[src/rtl/cpbus_pkg.sv]
package cpbus_pkg;

    localparam int ADDR_W = 24;
    localparam int DATA_W = 8;
    localparam int CNT_W  = 3;

    typedef enum logic [2:0] {
        TGT_IO   = 3'd0,
        TGT_ROM  = 3'd1,
        TGT_WRAM = 3'd2,
        TGT_IRAM = 3'd3,
        TGT_NONE = 3'd4
    } tgt_e;

    typedef enum logic [1:0] {
        VIEW_NORMAL = 2'd0,
        VIEW_LINEAR = 2'd1,
        VIEW_BITMAP = 2'd2
    } view_e;

    typedef enum logic [1:0] {
        OP_READ   = 2'd0,
        OP_WRITE  = 2'd1,
        OP_JUMP   = 2'd2,
        OP_BRANCH = 2'd3
    } op_e;

    typedef struct packed {
        tgt_e  tgt;
        view_e view;
    } dec_t;

    // Wait schedule: base cycles, then up to 'checks' conflict-gated extras.
    typedef struct packed {
        logic [CNT_W-1:0] base;
        logic [CNT_W-1:0] checks;
    } cost_t;

    localparam cost_t COST_IO   = '{base: 3'd1, checks: 3'd0};
    localparam cost_t COST_ROM  = '{base: 3'd1, checks: 3'd1};
    localparam cost_t COST_WRAM = '{base: 3'd2, checks: 3'd2};
    localparam cost_t COST_IRAM = '{base: 3'd1, checks: 3'd2};
    localparam cost_t COST_NONE = '{base: 3'd1, checks: 3'd0};
    localparam cost_t COST_FREE = '{base: 3'd0, checks: 3'd0};

    function automatic logic in_io(input logic [ADDR_W-1:0] a);
        return (a & 24'h40FE00) == 24'h002200;
    endfunction

    function automatic logic in_rom(input logic [ADDR_W-1:0] a);
        return ((a & 24'h408000) == 24'h008000) || ((a & 24'hC00000) == 24'hC00000);
    endfunction

    function automatic logic in_wram_low(input logic [ADDR_W-1:0] a);
        return ((a & 24'h40E000) == 24'h006000) || (a[23:20] == 4'h4);
    endfunction

    function automatic logic in_wram_hi(input logic [ADDR_W-1:0] a);
        return a[23:20] == 4'h6;
    endfunction

    function automatic logic in_iram(input logic [ADDR_W-1:0] a);
        return ((a & 24'h40F800) == 24'h000000) || ((a & 24'h40F800) == 24'h003000);
    endfunction

endpackage

[src/rtl/cpbus_decode.sv]
module cpbus_decode
    import cpbus_pkg::*;
#(
    parameter bit SIDE = 1'b0
) (
    input  logic [ADDR_W-1:0] addr,
    output dec_t              dec
);
    generate
        if (SIDE) begin : g_side
            // Side path: no register window, no high work RAM banks, single view.
            always_comb begin
                dec.view = VIEW_NORMAL;
                if (in_rom(addr))           dec.tgt = TGT_ROM;
                else if (in_wram_low(addr)) dec.tgt = TGT_WRAM;
                else if (in_iram(addr))     dec.tgt = TGT_IRAM;
                else                        dec.tgt = TGT_NONE;
            end
        end else begin : g_main
            always_comb begin
                dec.view = VIEW_NORMAL;
                if (in_io(addr))                              dec.tgt = TGT_IO;
                else if (in_rom(addr))                        dec.tgt = TGT_ROM;
                else if (in_wram_low(addr) || in_wram_hi(addr)) begin
                    dec.tgt = TGT_WRAM;
                    if (addr[22] && addr[21]) dec.view = VIEW_BITMAP;
                    else if (addr[22])        dec.view = VIEW_LINEAR;
                end
                else if (in_iram(addr))                       dec.tgt = TGT_IRAM;
                else                                          dec.tgt = TGT_NONE;
            end
        end
    endgenerate
endmodule

[src/rtl/cpbus_wait.sv]
module cpbus_wait
    import cpbus_pkg::*;
(
    input  logic  clk,
    input  logic  rst,
    input  logic  active,
    input  cost_t cost,
    input  logic  conflict,
    output logic  done,
    output logic  charge
);
    logic             busy;
    logic [CNT_W-1:0] idx;
    logic [CNT_W-1:0] k;
    logic [CNT_W:0]   limit;

    assign k      = busy ? idx : CNT_W'(1);
    assign limit  = {1'b0, cost.base} + {1'b0, cost.checks};
    assign charge = active && (cost.base != '0);

    always_comb begin
        if (cost.base == '0)                done = 1'b1;
        else if (k < cost.base)             done = 1'b0;
        else if ({1'b0, k} < limit)         done = !conflict;
        else                                done = 1'b1;
    end

    always_ff @(posedge clk) begin
        if (rst) begin
            busy <= 1'b0;
            idx  <= '0;
        end else if (active && !done) begin
            busy <= 1'b1;
            idx  <= k + CNT_W'(1);
        end else begin
            busy <= 1'b0;
            idx  <= '0;
        end
    end
endmodule

[src/rtl/cpbus_front.sv]
module cpbus_front
    import cpbus_pkg::*;
(
    input  logic              clk,
    input  logic              rst,
    input  logic              req_valid,
    input  logic [1:0]        req_op,
    input  logic [ADDR_W-1:0] req_addr,
    input  logic [DATA_W-1:0] req_wdata,
    output logic              req_ready,
    output logic [DATA_W-1:0] req_rdata,
    output logic              cyc_charge,
    output logic [2:0]        mem_tgt,
    output logic [1:0]        mem_view,
    output logic              mem_rd,
    output logic              mem_wr,
    input  logic [DATA_W-1:0] mem_rdata,
    input  logic              rom_conflict,
    input  logic              wram_conflict,
    input  logic              iram_conflict,
    output logic [ADDR_W-1:0] mar,
    output logic [DATA_W-1:0] mdr,
    input  logic [ADDR_W-1:0] vbr_addr,
    output logic [2:0]        vbr_tgt,
    input  logic [DATA_W-1:0] vbr_mem_rdata,
    output logic [DATA_W-1:0] vbr_rdata
);
    dec_t  main_dec, side_dec;
    cost_t cost;
    logic  conflict_sel;
    logic  done;
    logic  is_rw, mapped;
    logic  pc_penalty;

    cpbus_decode #(.SIDE(1'b0)) u_dec_main (.addr(req_addr), .dec(main_dec));
    cpbus_decode #(.SIDE(1'b1)) u_dec_side (.addr(vbr_addr), .dec(side_dec));

    assign is_rw      = (req_op == OP_READ) || (req_op == OP_WRITE);
    assign mapped     = main_dec.tgt != TGT_NONE;
    assign pc_penalty = in_rom(req_addr) && ((req_op == OP_JUMP) || req_addr[0]);

    always_comb begin
        cost         = COST_FREE;
        conflict_sel = 1'b0;
        if (is_rw) begin
            unique case (main_dec.tgt)
                TGT_IO:   cost = COST_IO;
                TGT_ROM:  begin cost = COST_ROM;  conflict_sel = rom_conflict;  end
                TGT_WRAM: begin cost = COST_WRAM; conflict_sel = wram_conflict; end
                TGT_IRAM: begin cost = COST_IRAM; conflict_sel = iram_conflict; end
                default:  cost = COST_NONE;
            endcase
        end else if (pc_penalty) begin
            cost         = COST_ROM;
            conflict_sel = rom_conflict;
        end
    end

    cpbus_wait u_wait (
        .clk      (clk),
        .rst      (rst),
        .active   (req_valid),
        .cost     (cost),
        .conflict (conflict_sel),
        .done     (done),
        .charge   (cyc_charge)
    );

    assign req_ready = req_valid && done;
    assign mem_tgt   = main_dec.tgt;
    assign mem_view  = main_dec.view;
    assign mem_rd    = req_ready && (req_op == OP_READ) && mapped;
    assign mem_wr    = req_ready && (req_op == OP_WRITE) && mapped;
    assign req_rdata = ((req_op == OP_READ) && mapped) ? mem_rdata : mdr;

    always_ff @(posedge clk) begin
        if (rst) begin
            mar <= '0;
            mdr <= '0;
        end else if (req_ready && is_rw) begin
            mar <= req_addr;
            if (req_op == OP_WRITE) mdr <= req_wdata;
            else if (mapped)        mdr <= mem_rdata;
        end
    end

    assign vbr_tgt   = side_dec.tgt;
    assign vbr_rdata = (side_dec.tgt == TGT_NONE) ? {DATA_W{1'b1}} : vbr_mem_rdata;
endmodule

[config.mk]
export PLATFORM = sky130hd
export DESIGN_NAME = cpbus_front
export DESIGN_NICKNAME = d
export VERILOG_FILES = /design/src/rtl/cpbus_pkg.sv /design/src/rtl/cpbus_decode.sv /design/src/rtl/cpbus_wait.sv /design/src/rtl/cpbus_front.sv
export SDC_FILE = /design/constraint.sdc
export NUM_CORES = 1
export LEC_CHECK = 0
export ABC_CLOCK_PERIOD_IN_PS = 5600
export BUFFER_PORTS_ARGS = -buffer_cell sky130_fd_sc_hd__buf_4
export CORE_ASPECT_RATIO = 0.5
export CORE_UTILIZATION = 29
export DETAILED_ROUTE_END_ITERATION = 6
export GPL_TIMING_DRIVEN = 0
export PLACE_DENSITY = 0.57
export SLEW_MARGIN = 20
export SYNTH_ARGS = -nofsm -noshare
export SYNTH_HDL_FRONTEND = slang
export SYNTH_SLANG_ARGS = --single-unit
[constraint.sdc]
create_clock -name clk -period 5.6 [get_ports clk]
set_clock_uncertainty 0.15 [all_clocks]
set_input_delay 1.12 -clock clk [delete_from_list [all_inputs] [get_ports clk]]
set_output_delay 1.12 -clock clk [all_outputs]
set_load 0.02 [all_outputs]
Word level (Yosys, flattened, before mapping) --
Index checks and enable logic that the tools add are counted.
Storage, ports and cells: flip-flop bits (word level) 36, latch bits 0, bits in writable memories 0, bits in read-only memories 0, input port bits 80, output and inout port bits 60, logic and storage cells 85, memories 0
Cells by class: add/subtract/negate cells 2, multiply operators 0, divide/modulo/power cells 0, magnitude comparators 2, eq/ne operators 19, shifts and indexed selects 0, mux-type cells 27, bitwise logic cells 1, reductions and logical operators 30
Operators with widths (number):
- 24-bit logical NOT | 2
- 8-bit 2-to-1 mux | 4
- 3-bit 2-to-1 mux | 8
- 5-bit one-hot mux with 3 select lines | 1
- 4-bit by 3-bit equality test with 1-bit output (second input constant) | 3
- 6-bit by 3-bit equality test with 1-bit output (second input constant) | 2
- 1-bit logical AND | 11
- 1-bit logical OR | 9
- 4-bit by 2-bit equality test with 1-bit output (second input constant) | 2
- 8-bit by 5-bit equality test with 1-bit output (second input constant) | 1
- 2-bit 2-to-1 mux | 4
- 1-bit 2-to-1 mux | 7
- 2-bit by 1-bit equality test with 1-bit output (second input constant) | 3
- 2-bit equality test (second input constant) | 3
- 3-bit by 2-bit equality test with 1-bit output (second input constant) | 2
- 6-bit 2-to-1 mux | 1
- 3-bit by 3-bit adder with 4-bit output | 1
- 3-bit by 4-bit < comparator with 1-bit output | 1
- 4-bit 2-to-1 mux | 1
- 3-bit by 1-bit adder with 3-bit output (second input constant) | 1
- 3-bit by 1-bit equality test with 1-bit output (second input constant) | 1
- 3-bit equality test (second input constant) | 1
- 3-bit logical NOT | 1
- 3-bit < comparator | 1
- other kinds (9) | 10

Logic depth before layout (Yosys ltp) --
depth after elaboration 18, gate-level depth with buffers 14, mapped depth without buffers 13

Modules after synthesis --
Synthesis repeated with hierarchy kept, for this count alone.
Second synthesis, totals: cells, all modules 265, area total of the unflattened synthesis 2144.6 sq um
By module, submodules not included:
- cpbus_front | instances 1, cells each 182, area an instance 1491.4 sq um, sequential area each 640.6 sq um
- cpbus_wait | instances 1, cells each 46, area an instance 415.4 sq um, sequential area each 80.1 sq um
- cpbus_decode at u_dec_main | instances 1, cells each 21, area an instance 123.9 sq um, sequential area each 0.0 sq um
- cpbus_decode at u_dec_side | instances 1, cells each 16, area an instance 113.9 sq um, sequential area each 0.0 sq um

Least setup slack after synthesis --
No wires, ideal clock.
path type input to output, start input req_addr[22], end output mem_rd, arrival 3714 ps, required time 4330 ps, setup slack 616 ps, cell stages on the path 12, buffers on the path 0, path through mux2i_1 > o21a_1 > nor2_1 > ha_1 > fa_1 > inv_1 > ha_1 > a21o_1 > a32oi_1 > a21oi_1 > o21a_1 > nor2b_1
On the way: word-level cells in the longest chain between the ends 17, elaborated cells on any way between the ends 38, classes of those cells 1 x add/sub; 2 x order compare; 11 x eq/ne; 13 x mux; 11 x reduce/logical
Ends and longest elaborated chain:
- start: declaration | line cpbus_front.sv:8 | input logic [ADDR_W-1:0] req_addr,
- 24-bit logical NOT, or another cell as far along | line cpbus_pkg.sv:63 | return ((a & 24'h40F800) == 24'h000000) || ((a & 24'h40F800) == 24'h003000);
- 1-bit logical OR, on equally long branches | line cpbus_pkg.sv:63, cpbus_pkg.sv:55
- 3-bit 2-to-1 mux / 1-bit logical OR (equally long branches) | line cpbus_decode.sv:29, cpbus_decode.sv:24
- 3-bit 2-to-1 mux | line cpbus_decode.sv:24 | else if (in_wram_low(addr) || in_wram_hi(addr)) begin
- 3-bit 2-to-1 mux | line cpbus_decode.sv:23 | else if (in_rom(addr)) dec.tgt = TGT_ROM;
- 3-bit 2-to-1 mux | line cpbus_decode.sv:22 | if (in_io(addr)) dec.tgt = TGT_IO;
- 3-bit by 2-bit equality test with 1-bit output / 3-bit by 1-bit equality test with 1-bit output (equally long branches) | line cpbus_front.sv:46 | unique case (main_dec.tgt)
- 5-bit one-hot mux with 3 select lines | line cpbus_front.sv:46
- 6-bit 2-to-1 mux | line cpbus_front.sv:45 | if (is_rw) begin
- 3-bit by 3-bit adder with 4-bit output | line cpbus_wait.sv:18 | assign limit = {1'b0, cost.base} + {1'b0, cost.checks};
- 3-bit by 4-bit < comparator with 1-bit output | line cpbus_wait.sv:24 | else if ({1'b0, k} < limit) done = !conflict;
- 1-bit 2-to-1 mux | line cpbus_wait.sv:24
- 1-bit 2-to-1 mux | line cpbus_wait.sv:23 | else if (k < cost.base) done = 1'b0;
- 1-bit 2-to-1 mux (*) | line cpbus_wait.sv:22 | if (cost.base == '0) done = 1'b1;
- 1-bit logical AND (*) | line cpbus_front.sv:69 | assign req_ready = req_valid && done;
- via req_ready | line cpbus_front.sv:10 | output logic req_ready,
- 1-bit logical AND (*) (2 in a row) | line cpbus_front.sv:72 | assign mem_rd = req_ready && (req_op == OP_READ) && mapped;
- end: declaration | line cpbus_front.sv:15 | output logic mem_rd,
The timed path passes the listed nets; every way through them passes the cells marked *.

Final worst setup path --
start input req_addr[22], end output mem_wr
On the way: word-level cells in the longest chain between the ends 17, elaborated cells on any way between the ends 38, classes of those cells 1 x add/sub; 2 x order compare; 11 x eq/ne; 13 x mux; 11 x reduce/logical
Ends and longest elaborated chain:
- 24-bit logical NOT, or another cell as far along | line cpbus_pkg.sv:63
- 1-bit logical OR, on equally long branches | line cpbus_pkg.sv:63, cpbus_pkg.sv:55
- 3-bit 2-to-1 mux / 1-bit logical OR (equally long branches) | line cpbus_decode.sv:29, cpbus_decode.sv:24
- 3-bit 2-to-1 mux | line cpbus_decode.sv:24
- 3-bit 2-to-1 mux | line cpbus_decode.sv:23
- 3-bit 2-to-1 mux | line cpbus_decode.sv:22
- 3-bit by 2-bit equality test with 1-bit output / 3-bit by 1-bit equality test with 1-bit output (equally long branches) | line cpbus_front.sv:46
- 5-bit one-hot mux with 3 select lines | line cpbus_front.sv:46
- 6-bit 2-to-1 mux | line cpbus_front.sv:45
- 3-bit by 3-bit adder with 4-bit output | line cpbus_wait.sv:18
- 3-bit by 4-bit < comparator with 1-bit output | line cpbus_wait.sv:24
- 1-bit 2-to-1 mux | line cpbus_wait.sv:24
- 1-bit 2-to-1 mux | line cpbus_wait.sv:23
- 1-bit 2-to-1 mux | line cpbus_wait.sv:22
- 1-bit logical AND | line cpbus_front.sv:69
- 1-bit logical AND | line cpbus_front.sv:73 | assign mem_wr = req_ready && (req_op == OP_WRITE) && mapped;
- 1-bit logical AND (*) | line cpbus_front.sv:73
- end: declaration | line cpbus_front.sv:16 | output logic mem_wr,
Mark *: on every way between the ends. The rest lies on a longest branch, timed or not.

==> flow_summary.toml <==
[setup_path]
end_kind = "output port"
path_class = "in -> out"
start_kind = "input pin"
critPathLaunch = "req_addr[22]"
reg2reg_from = "u_wait.busy"
rrSetupSlack_ns = 3.32
path_max_fanout = 10
worstReg2RegEnd = "mar[20]"
arrival_ns = 4.11
r2r_cells = 9
cp-endpoint = "mem_wr"
cp.required_ns = 4.33

[sta]
fmax_mhz = 186
rsz0062_at_grt = "false"
relSlewSlack_pct = 54.8
period_needed_ns = 5.38
slew_viol_final = 0
tightest_slew_ns = 0.677
fin_crit_sh_pct = 96.0
timing.final.hold_violations = 0
tns_ns = 0
setup_viol = 0

[synth]
postSynthCellCount = 246
synth_common_cells = "dfxtp_1 (36), nand2b_1 (36), nand3b_1 (25), o21ai_1 (24), nor2_1 (15)"
avgSynthCellArea_sq_um = 8.92
synth_edf_count = 0
synth_fp_nets = 332
ys_ff_latch = 36
ys_types = 44
async_reset_ff_share_pct = 0
synth_top_cell_area_share_pct = 32.8
synthFlopType = "dfxtp_1"
ys_top_cells_by_area = "dfxtp_1 (33%), nand2b_1 (10%), nand3b_1 (8.6%), o21ai_1 (5.5%), mux2_4 (5.5%)"
synth_top_area_cell = "dfxtp_1"
yosys_warnings = 0
synth_area_sq_mm = 0.00219
ys_seq_area_share_pct = 32.8

[floorplanning]
core-area_sq_mm = 0.00699
die_w_um = 125
dieArea_sq_mm = 0.00794
start_util_pct = 31.4
fp-row-count = 21
pin_count = 140
die_h_um = 63.5

[pwr]
p_leak_nw = 1.54
vdd_drop_max_mv = 0.110
power_density_mw_per_mm2 = 230

[grt]
grt_pass1_wl_mm = 10.3
grt_usage_pct = 16.2
antenna_found_initial = 0
grt_max_degree = 12
grt_pass1_vias = 2091
overflow = 0

[cts]
cts_sinks = 36
postCtsHoldBufs = 0
worstSkewPairLatency_ns = 0.28
cts_tree = "done"
numCtsBuffers = 5
cts_root_buffer = "clkbuf_16"
clock_path_buffers = 2
cts.clk_slew.worst_paths_ns = 0.06
htreeDepth = 2

[min_path]
hp-class = "reg -> reg"

[placement]
hpwl_mm = 5.09
portBuffers = 123
routabilityCongestion = 0.851
dp_cells = 461

[layout]
final_net_count = 462
syn_to_final_growth_pct = 54.3
fin_cells = 469
antenna_cells = 0
drive_gt1_share_pct = 40.3
nFillCells = 688

[routing]
antenna_left = 0
drtIter0Drc = 69
wire_per_inst_um = 13.8
wirelength_mm = 6.48
drtPass1Iterations = 6
route.detailed.drc = 20
via_count = 2185
via_per_inst = 4.66

[outcome]
violations = "design-rule violations"
status = "finished, violations left"

[flow_run]
cap_violations = 0
[area by class of cell]
type	count	area (sq um)	share of cell area [%]
buffer	14	62.6	1.85
clock buffer	7	143	4.21
clock inverter	1	7.51	0.222
inverter	7	26.3	0.776
multi-input combinational	189	1390	41.0
sequential	36	721	21.3
tap	92	115	3.40
timing repair buffer	123	923	27.3
[flip-flops by register name (all words and copies together) (netlist names)]
| register | count |
|---|---|
| u_wait.idx | 3 |
| mar | 24 |
| u_wait.busy | 1 |
| mdr | 8 |
[power breakdown]
part           switching (mW)  leakage, nW  internal (mW)  total (mW)
logic                   0.109         1.18          0.107       0.216
clock network           0.107       0.0701          0.177       0.284
registers             0.00853        0.293          0.270       0.279
[critical path, stage by stage]
cell	delay, ns
buf_4	0.12
mux2i_2	0.36
o21a_1	0.29
nor2_1	0.07
ha_1	0.21
fa_1	0.49
inv_1	0.04
ha_1	0.27
a21o_1	0.17
a32oi_1	0.26
a21oi_2	0.15
buf_2	0.22
and3b_1	0.18
buf_4	0.15
[worst min-delay path by stage]
stage | cells past startpoint | to | start | slack, ns
after floorplan | 2 | u_wait.idx[0] | u_wait.busy | 0.34
final | 2 | mar[13] | mar[13] | 0.32
after detailed placement | 2 | mar[11] | mar[11] | 0.31
after global routing | 2 | mar[7] | mar[7] | 0.34
after CTS | 2 | mar[11] | mar[11] | 0.32
after global placement | 2 | mar[5] | mar[5] | 0.31
[through the flow]
| step | util (%) | power [mW] | worst slack (ns) | area (sq um) | hold WS, ns |
|---|---|---|---|---|---|
| finish | 48.5 | 0.779 | 0.223 | 3390 | 0.316 |
| CTS | 48.4 | 0.786 | 0.0961 | 3380 | 0.318 |
| global placement | 46.3 | 0.499 | 0.122 | 3230 | 0.306 |
| detailed placement | 46.3 | 0.502 | 0.0943 | 3230 | 0.308 |
| global route | 48.5 | 0.816 | 0.0486 | 3390 | 0.338 |
| floorplan | - | 0.398 | 0.616 | 2190 | 0.338 |
[cell usage in the layout, fill, tap and decap left out, types with 2 or more instances in the layout]
master	n
buf_4	123
nand2b_1	36
dfxtp_1	36
nand3b_1	25
o21ai_1	24
nor2_1	15
nor2b_1	13
clkbuf_1	12
mux2_4	8
mux2i_1	8
mux2_1	8
inv_1	6
a21oi_1	5
ha_1	5
clkbuf_16	5
and2_1	4
nand2_1	3
nor3_1	3
or3_1	3
o21a_1	3
xnor2_1	2
nand2_2	2
buf_2	2
[timing repair]
action,CTS,global route
buffers inserted,0,0
setup endpoints to repair,0,1
resized for setup,0,1
[metal layers]
layer / routed length, um / up-vias / global-route usage [%] / part of all wire [%]
li1: - / 1113 / - / -
met1: 2900 / 1000 / 20.1 / 45
met2: 3150 / 70 / 28.8 / 49
met3: 389 / 2 / 3.31 / 6.0
met4: 39 / 0 / 3.66 / 0.60
met5: 0 / - / 0 / 0
[cell families after synthesis]
logic type                 share of synthesized area [%]
adders and majority gates                           3.76
muxes                                               13.7
xor gates and xnor gates                            1.20
DFF                                                 32.8
and+or+nand+nor                                     33.0
buffers and inverters                               4.05
AOI/OAI and AO/OA                                   11.5
Power figures use the tool's default switching activity.
